===== src/rtl/tapln_pkg.sv =====
package tapln_pkg;

  typedef enum logic [3:0] {
    ST_RESET, ST_IDLE,
    ST_DR_SCAN, ST_DR_CAP, ST_DR_SHIFT, ST_DR_EXIT1, ST_DR_PAUSE, ST_DR_EXIT2, ST_DR_UPD,
    ST_IR_SCAN, ST_IR_CAP, ST_IR_SHIFT, ST_IR_EXIT1, ST_IR_PAUSE, ST_IR_EXIT2, ST_IR_UPD
  } tap_state_e;

  typedef enum logic [1:0] {DRK_BYP, DRK_ID, DRK_LINK} dr_kind_e;

  function automatic tap_state_e tap_next(input tap_state_e s, input logic tms);
    tap_state_e n;
    case (s)
      ST_RESET:    n = tms ? ST_RESET    : ST_IDLE;
      ST_IDLE:     n = tms ? ST_DR_SCAN  : ST_IDLE;
      ST_DR_SCAN:  n = tms ? ST_IR_SCAN  : ST_DR_CAP;
      ST_DR_CAP:   n = tms ? ST_DR_EXIT1 : ST_DR_SHIFT;
      ST_DR_SHIFT: n = tms ? ST_DR_EXIT1 : ST_DR_SHIFT;
      ST_DR_EXIT1: n = tms ? ST_DR_UPD   : ST_DR_PAUSE;
      ST_DR_PAUSE: n = tms ? ST_DR_EXIT2 : ST_DR_PAUSE;
      ST_DR_EXIT2: n = tms ? ST_DR_UPD   : ST_DR_SHIFT;
      ST_DR_UPD:   n = tms ? ST_DR_SCAN  : ST_IDLE;
      ST_IR_SCAN:  n = tms ? ST_RESET    : ST_IR_CAP;
      ST_IR_CAP:   n = tms ? ST_IR_EXIT1 : ST_IR_SHIFT;
      ST_IR_SHIFT: n = tms ? ST_IR_EXIT1 : ST_IR_SHIFT;
      ST_IR_EXIT1: n = tms ? ST_IR_UPD   : ST_IR_PAUSE;
      ST_IR_PAUSE: n = tms ? ST_IR_EXIT2 : ST_IR_PAUSE;
      ST_IR_EXIT2: n = tms ? ST_IR_UPD   : ST_IR_SHIFT;
      default:     n = tms ? ST_DR_SCAN  : ST_IDLE;
    endcase
    return n;
  endfunction

endpackage


===== src/rtl/tapln_fsm.sv =====
module tapln_fsm
  import tapln_pkg::*;
(
  input  logic       tck,
  input  logic       rst_n,
  input  logic       hold,
  input  logic       tms,
  output tap_state_e state
);

  tap_state_e state_d;

  always_comb begin
    state_d = hold ? ST_RESET : tap_next(state, tms);
  end

  always_ff @(posedge tck or negedge rst_n) begin
    if (!rst_n) state <= ST_RESET;
    else        state <= state_d;
  end

endmodule


===== src/rtl/tapln_tap.sv =====
module tapln_tap
  import tapln_pkg::*;
#(
  parameter int              IR_W    = 8,
  parameter logic [31:0]     ID_VAL  = 32'h0000_0001,
  parameter logic [IR_W-1:0] ID_OP   = {{(IR_W-1){1'b0}}, 1'b1},
  parameter logic [IR_W-1:0] BYP_OP  = {IR_W{1'b1}},
  parameter bit              HAS_LNK = 1'b0,
  parameter logic [IR_W-1:0] LNK_OP  = {IR_W{1'b0}},
  parameter int              LNK_W   = 64
) (
  input  logic       tck,
  input  logic       rst_n,
  input  logic       hold,
  input  logic       tms,
  input  logic       tdi,
  output logic       tdo,
  output logic       tdo_en,
  output logic       link_bit,
  output tap_state_e state
);

  localparam int              ID_W   = 32;
  localparam logic [IR_W-1:0] IR_CAP = {{(IR_W-2){1'b0}}, 2'b01};

  tapln_fsm u_fsm (
    .tck  (tck),
    .rst_n(rst_n),
    .hold (hold),
    .tms  (tms),
    .state(state)
  );

  logic is_cap_dr, is_sh_dr, shifting;
  assign is_cap_dr = (state == ST_DR_CAP);
  assign is_sh_dr  = (state == ST_DR_SHIFT);
  assign shifting  = is_sh_dr || (state == ST_IR_SHIFT);

  // Instruction path
  logic [IR_W-1:0] irsh_q, irsh_d, ir_q, ir_d;
  logic            irsh_en, ir_en;

  always_comb begin
    irsh_en = (state == ST_IR_CAP) || (state == ST_IR_SHIFT);
    irsh_d  = (state == ST_IR_CAP) ? IR_CAP : {tdi, irsh_q[IR_W-1:1]};
    ir_en   = (state == ST_IR_UPD) || (state == ST_RESET);
    ir_d    = (state == ST_RESET) ? ID_OP : irsh_q;
  end

  always_ff @(posedge tck or negedge rst_n) begin
    if (!rst_n) begin
      irsh_q <= IR_CAP;
      ir_q   <= ID_OP;
    end else begin
      if (irsh_en) irsh_q <= irsh_d;
      if (ir_en)   ir_q   <= ir_d;
    end
  end

  assert_ir_capture_R2: assert property (@(posedge tck) disable iff (!rst_n)
    (state == ST_IR_CAP) |=> (irsh_q[1:0] == 2'b01));

  assert_reset_loads_id_R3: assert property (@(posedge tck) disable iff (!rst_n)
    (state == ST_RESET) |=> (ir_q == ID_OP));

  // Data register decode; unassigned opcodes fall to bypass
  dr_kind_e kind;
  always_comb begin
    if (ir_q == ID_OP)                  kind = DRK_ID;
    else if (HAS_LNK && ir_q == LNK_OP) kind = DRK_LINK;
    else                                kind = DRK_BYP;
  end

  logic [ID_W-1:0] idsh_q, idsh_d;
  logic            idsh_en, byp_q, byp_d, byp_en;

  always_comb begin
    idsh_en = (kind == DRK_ID) && (is_cap_dr || is_sh_dr);
    idsh_d  = is_cap_dr ? ID_VAL : {tdi, idsh_q[ID_W-1:1]};
    byp_en  = (kind == DRK_BYP) && (is_cap_dr || is_sh_dr);
    byp_d   = is_cap_dr ? 1'b0 : tdi;
  end

  always_ff @(posedge tck or negedge rst_n) begin
    if (!rst_n) begin
      idsh_q <= '0;
      byp_q  <= 1'b0;
    end else begin
      if (idsh_en) idsh_q <= idsh_d;
      if (byp_en)  byp_q  <= byp_d;
    end
  end

  logic lnk_lsb;

  generate
    if (HAS_LNK) begin : g_link
      logic [LNK_W-1:0] lsh_q, lsh_d, lnk_q;
      logic             lsh_en, lnk_en;

      always_comb begin
        lsh_en = (kind == DRK_LINK) && (is_cap_dr || is_sh_dr);
        lsh_d  = is_cap_dr ? lnk_q : {tdi, lsh_q[LNK_W-1:1]};
        lnk_en = (kind == DRK_LINK) && (state == ST_DR_UPD);
      end

      always_ff @(posedge tck or negedge rst_n) begin
        if (!rst_n) begin
          lsh_q <= '0;
          lnk_q <= '0;
        end else begin
          if (lsh_en) lsh_q <= lsh_d;
          if (lnk_en) lnk_q <= lsh_q;
        end
      end

      assign lnk_lsb  = lsh_q[0];
      assign link_bit = lnk_q[0];
    end else begin : g_nolink
      assign lnk_lsb  = 1'b0;
      assign link_bit = 1'b0;
    end
  endgenerate

  // Serial output, retimed to the falling edge
  logic so;
  always_comb begin
    if (state == ST_IR_SHIFT) so = irsh_q[0];
    else begin
      case (kind)
        DRK_ID:   so = idsh_q[0];
        DRK_LINK: so = lnk_lsb;
        default:  so = byp_q;
      endcase
    end
  end

  always_ff @(negedge tck or negedge rst_n) begin
    if (!rst_n) begin
      tdo    <= 1'b0;
      tdo_en <= 1'b0;
    end else begin
      tdo_en <= shifting;
      if (shifting) tdo <= so;
    end
  end

  assert_oe_only_shift_R11: assert property (@(posedge tck) disable iff (!rst_n)
    tdo_en |-> (state == ST_IR_SHIFT || state == ST_DR_SHIFT));

endmodule


===== src/rtl/tap_chain_link.sv =====
module tap_chain_link
  import tapln_pkg::*;
#(
  parameter int              IR_W    = 8,
  parameter logic [31:0]     TOP_ID  = 32'h0E68_1013,
  parameter logic [31:0]     CORE_ID = 32'h1828_9013,
  parameter logic [IR_W-1:0] LNK_OP  = 8'h11,
  parameter int              LNK_W   = 64
) (
  input  logic tck,
  input  logic trst_n,
  input  logic tms,
  input  logic tdi,
  output logic tdo,
  output logic tdo_oe
);

  localparam logic [IR_W-1:0] ID_OP  = {{(IR_W-1){1'b0}}, 1'b1};
  localparam logic [IR_W-1:0] BYP_OP = {IR_W{1'b1}};

  // Asynchronous assertion, release aligned to rising TCK
  logic [1:0] rst_q;
  logic       rst_n;

  always_ff @(posedge tck or negedge trst_n) begin
    if (!trst_n) rst_q <= 2'b00;
    else         rst_q <= {rst_q[0], 1'b1};
  end
  assign rst_n = rst_q[1];

  tap_state_e top_state, core_state;
  logic       top_link, linked, link_en, link_d;
  logic       core_tms, core_tdo, top_tdi;
  logic       core_oe_unused, core_link_unused;

  always_comb begin
    link_en  = (top_state == ST_IDLE);
    link_d   = top_link;
    core_tms = linked ? tms : 1'b1;
    top_tdi  = linked ? core_tdo : tdi;
  end

  always_ff @(posedge tck or negedge rst_n) begin
    if (!rst_n)       linked <= 1'b0;
    else if (link_en) linked <= link_d;
  end

  tapln_tap #(
    .IR_W(IR_W), .ID_VAL(CORE_ID), .ID_OP(ID_OP), .BYP_OP(BYP_OP),
    .HAS_LNK(1'b0), .LNK_OP(LNK_OP), .LNK_W(LNK_W)
  ) u_core (
    .tck     (tck),
    .rst_n   (rst_n),
    .hold    (!linked),
    .tms     (core_tms),
    .tdi     (tdi),
    .tdo     (core_tdo),
    .tdo_en  (core_oe_unused),
    .link_bit(core_link_unused),
    .state   (core_state)
  );

  tapln_tap #(
    .IR_W(IR_W), .ID_VAL(TOP_ID), .ID_OP(ID_OP), .BYP_OP(BYP_OP),
    .HAS_LNK(1'b1), .LNK_OP(LNK_OP), .LNK_W(LNK_W)
  ) u_top (
    .tck     (tck),
    .rst_n   (rst_n),
    .hold    (1'b0),
    .tms     (tms),
    .tdi     (top_tdi),
    .tdo     (tdo),
    .tdo_en  (tdo_oe),
    .link_bit(top_link),
    .state   (top_state)
  );

  assert_link_moves_in_idle_R7: assert property (@(posedge tck) disable iff (!rst_n)
    !$stable(linked) |-> ($past(top_state) == ST_IDLE));

  assert_core_parked_R13: assert property (@(posedge tck) disable iff (!rst_n)
    (!linked && $past(!linked)) |-> (core_state == ST_RESET));

endmodule


===== config.mk =====
export PLATFORM = sky130hd
export DESIGN_NAME = tap_chain_link
export DESIGN_NICKNAME = d
export VERILOG_FILES = /design/src/rtl/tapln_pkg.sv /design/src/rtl/tapln_fsm.sv /design/src/rtl/tapln_tap.sv /design/src/rtl/tap_chain_link.sv
export SDC_FILE = /design/constraint.sdc
export NUM_CORES = 1
export LEC_CHECK = 0
export ABC_CLOCK_PERIOD_IN_PS = 14950
export BUFFER_PORTS_ARGS = -buffer_cell sky130_fd_sc_hd__buf_2
export CAP_MARGIN = 20
export CORE_MARGIN = 5
export CORE_UTILIZATION = 35
export CTS_BUF_LIST = sky130_fd_sc_hd__clkbuf_8 sky130_fd_sc_hd__clkbuf_16
export CTS_CLUSTER_DIAMETER = 100
export DETAILED_ROUTE_END_ITERATION = 10
export SETUP_SLACK_MARGIN = 0.4
export SLEW_MARGIN = 20
export SYNTH_ARGS = -nofsm -noshare
export SYNTH_HDL_FRONTEND = slang
export SYNTH_SLANG_ARGS = --single-unit

===== constraint.sdc =====
create_clock -name tck -period 14.95 [get_ports tck]
set_input_delay 0.7475 -clock tck [delete_from_list [all_inputs] [get_ports tck]]
set_output_delay 0.7475 -clock tck [all_outputs]
set_load 0.01 [all_outputs]

==> flow_summary_export.csv <==
group,metric,value,unit
sta,final-hold-violation-count,0,
status,outcome,"finished, final reports clean",
hold_path,hp-class,"register to asynchronous set/reset pin",
yosys,ys_top_cells_by_count,"dfrtp_1, mux2_2, nand2_1",
clock_tree,clockRootBuffer,"clkbuf_16",
critical_path,crit_path_start_kind,"register",
detailed_routing,wl_met1,8.355,mm
yosys,synth_edf_count,0,
clock_tree,cts_tree,"yes",
die,design.core.area,30350,µm²
yosys,yosysMostFrequentCell,"dfrtp_1",
yosys,syn-cell-area,10670,µm²
placement,placed_area,10900,µm²
placement,port_buffers,5,
global_routing,grt.total_usage,0.1045,
die,die_height,184.6,µm
yosys,ys_warn_count,0,
die,fp-row-count,64,
clock_tree,cts.sinks,240,
yosys,syn-num-nets,878,
sta,finalSetupViolCount,0,
yosys,synth_cells,874,
pwr,p_sw_frac,0.2571,
sta,rsz0062_at_grt,"no",
detailed_routing,via_count,6191,
critical_path,cp-startpoint,"u_top.ir_q[2]",
pwr,peakVddDrop,0.08102,mV
global_routing,grt-ovfl-total,0,
detailed_routing,wl_per_cell,13.64,µm
pwr,combinationalPowerShare,0.159,
global_routing,grt_pass1_vias,6325,
pwr,p_int,1.275,mW
critical_path,criticalPathCategory,"register to register",
yosys,synth_top_cell_by_area,"dfrtp_1",
yosys,synth_ff_type,"dfrtp_1",
yosys,synth_area_per_cell,12.21,µm²
die,dieWidth,184.6,µm
placement,hpwlAfterDp,9.633,mm
die,start_util,0.3517,
critical_path,path_max_fanout,5,
sta,clock_skew,0.009377,ns
detailed_routing,drc_errors,0,
clock_tree,clk_pin_slew,0.06,ns
clock_tree,cts_buffers,26,
global_routing,antenna_found_initial,0,
critical_path,reg2reg_slack,5.61,ns
detailed_routing,vias_per_cell,4.859,
final_layout,areaGrowthSynthToFinish,10.95,%
critical_path,path_cells,"or4_4, nor4b_4, mux2i_1, o32ai_1",
global_routing,grt_start_max_net_pins,82,
job,cap_violations,0,
detailed_routing,ant_nets,0,
detailed_routing,dr_wl_met3,580,µm
yosys,ys_top_cells_by_area,"dfrtp_1, mux2_2, nand2_1, o21ai_0, nor2_1",
pwr,power,1.717,mW
global_routing,grt_pass1_wl,30.76,mm
critical_path,max_stage_delay,0.56,ns
pwr,power.share.sequential,0.448,
detailed_routing,drt_iter0_markers,419,
clock_tree,cts_setup_buffers,0,
critical_path,endpoint,"u_top.tdo",
die,die-area,34090,µm²
critical_path,cp.arrival,2.22,ns
sta,worstMarginPinSlew,1.034,ns
sta,tns,0,ns
yosys,synth_cell_types,50,
critical_path,rr_worst_depth,4,
sta,maxSlewHeadroom,0.3110,
detailed_routing,wl_met2,8.116,mm
final_layout,final_design_area_no_fill,11840,µm²
pwr,p_leak,5.629,nW
detailed_routing,wirelength,17.37,mm
final_layout,final_nets,862,
detailed_routing,top_layer_used,"met4",
critical_path,critPathCaptureType,"register",
placement,post-place-ws,5.593,ns
final_layout,drive_gt1_frac,0.3189,
final_layout,finish.utilization,0.3902,
critical_path,slowest_stage,"or4_4",
pwr,switching_power,0.4414,mW
pwr,power_frac_clock,0.393,
placement,routabilityCongestion,0.7830,
pwr,power.density,144.9,nW/µm²
sta,timing.final.ws_setup,5.612,ns
final_layout,n_antenna_cell,0,
yosys,synth-seq-area-share,0.5631,
clock_tree,insertion_delay,0.52,ns
clock_tree,cts-htree-levels,1,
sta,drv_slew,0,
critical_path,timing.rr.end,"u_top.tdo",
critical_path,timing.rr.start,"u_top.ir_q[2]",
yosys,ys_ff_latch,240,
yosys,synth-async-reset-ratio,1.000,
detailed_routing,first_pass_iters,4,
yosys,synth_top_area_frac,0.5462,
clock_tree,clk_path_buf_depth,3,
critical_path,cp.required,7.83,ns
die,boundaryPins,6,
[kinds of logic after synthesis]
| group | after synthesis | share of synthesized area |
|---|---|---|
| flip-flops | 240 | 0.5631 |
| multiplexers | 227 | 0.2378 |
| AND/OR/NAND/NOR | 199 | 0.08733 |
| AO/OA/AOI/OAI | 126 | 0.06729 |
| buffers and inverters | 79 | 0.04243 |
| XOR/XNOR | 2 | 0.001641 |
| other | 1 | 0.0003513 |
[layout make-up]
| class | instances | area (µm²) |
|---|---|---|
| clock buffer | 33 | 758.2 |
| clock inverter | 15 | 166.4 |
| fill | 2831 | 18510 |
| inverter | 20 | 75.07 |
| multi-input combinational | 555 | 4227 |
| sequential | 240 | 6015 |
| tap | 396 | 495.5 |
| timing repair buffer | 15 | 106.4 |
[worst min-delay path by stage]
stage             start                end  depth (start not counted)
2_1_floorplan  rst_q[0]           rst_q[1]                          0
3_3_place_gp   rst_q[0]           rst_q[1]                          0
3_5_place_dp   rst_q[0]           rst_q[1]                          0
4_1_cts        rst_q[0]           rst_q[1]                          0
5_1_grt        rst_q[0]           rst_q[1]                          0
6_report       rst_q[1]  u_core.idsh_q[10]                          0
[worst max-delay path, delay by kind of cell (launching register included)]
kind,cells,cell delay (ns)
and+or+nand+nor,2,0.98
AOI/OAI and AO/OA,1,0.10
muxes,1,0.24
DFF,1,0.40
[metrics by stage]
| stage | std cells | hold slack, ns |
|---|---|---|
| final | 1274 | 0.3433 |
| after global routing | 1274 | 0.3836 |
| after CTS | 1274 | 0.3603 |
| after detailed placement | 1225 | 0.3396 |
| after global placement | 1225 | 0.3407 |
| after floorplan | 874 | 0.3312 |
[per-layer routing]
layer  vias to the layer above  track usage
li1                       3003            -
met4                         0      0.02789
met1                      3088       0.1415
met3                        29      0.01835
met5                         -            0
met2                        71       0.1744
[power by group through the flow]
stage / combinational [mW] / clock [mW] / sequential (mW)
floorplan: 0.250 / 0 / 0.757
global placement: 0.276 / 0 / 0.778
detailed placement: 0.277 / 0 / 0.780
CTS: 0.279 / 0.698 / 0.769
global route: 0.307 / 0.725 / 0.779
finish: 0.273 / 0.675 / 0.769
[cells in the final DEF (no fill, tap or decap), types with 5 or more instances in the layout]
cell type / synthesis / layout
clkbuf_8: 0 / 6
a21oi_1: 29 / 29
o22ai_1: 16 / 16
inv_1: 20 / 27
o21ai_0: 60 / 60
nor2b_1: 20 / 20
clkbuf_16: 0 / 27
nor2_1: 49 / 49
buf_4: 0 / 8
dfrtp_1: 233 / 232
mux2_2: 213 / 213
mux2i_1: 14 / 14
nand2_1: 96 / 96
nand3_1: 5 / 5
buf_2: 5 / 5
[sequential cells by signal, indices dropped and copies added, names as in the netlist, 2 cells and up]
name / flops
rst_q: 2
u_core.idsh_q: 32
u_core.ir_q: 8
u_core.irsh_q: 8
u_core.u_fsm.state: 4
u_top.g_link.lnk_q: 64
u_top.g_link.lsh_q: 64
u_top.idsh_q: 32
u_top.ir_q: 8
u_top.irsh_q: 8
u_top.u_fsm.state: 4
[timing repair]
action	CTS	global route
hold endpoints to repair	2	0
hold buffers	1	0
gates resized for setup	0	0
No activity file was read; power rests on OpenSTA's default activity.
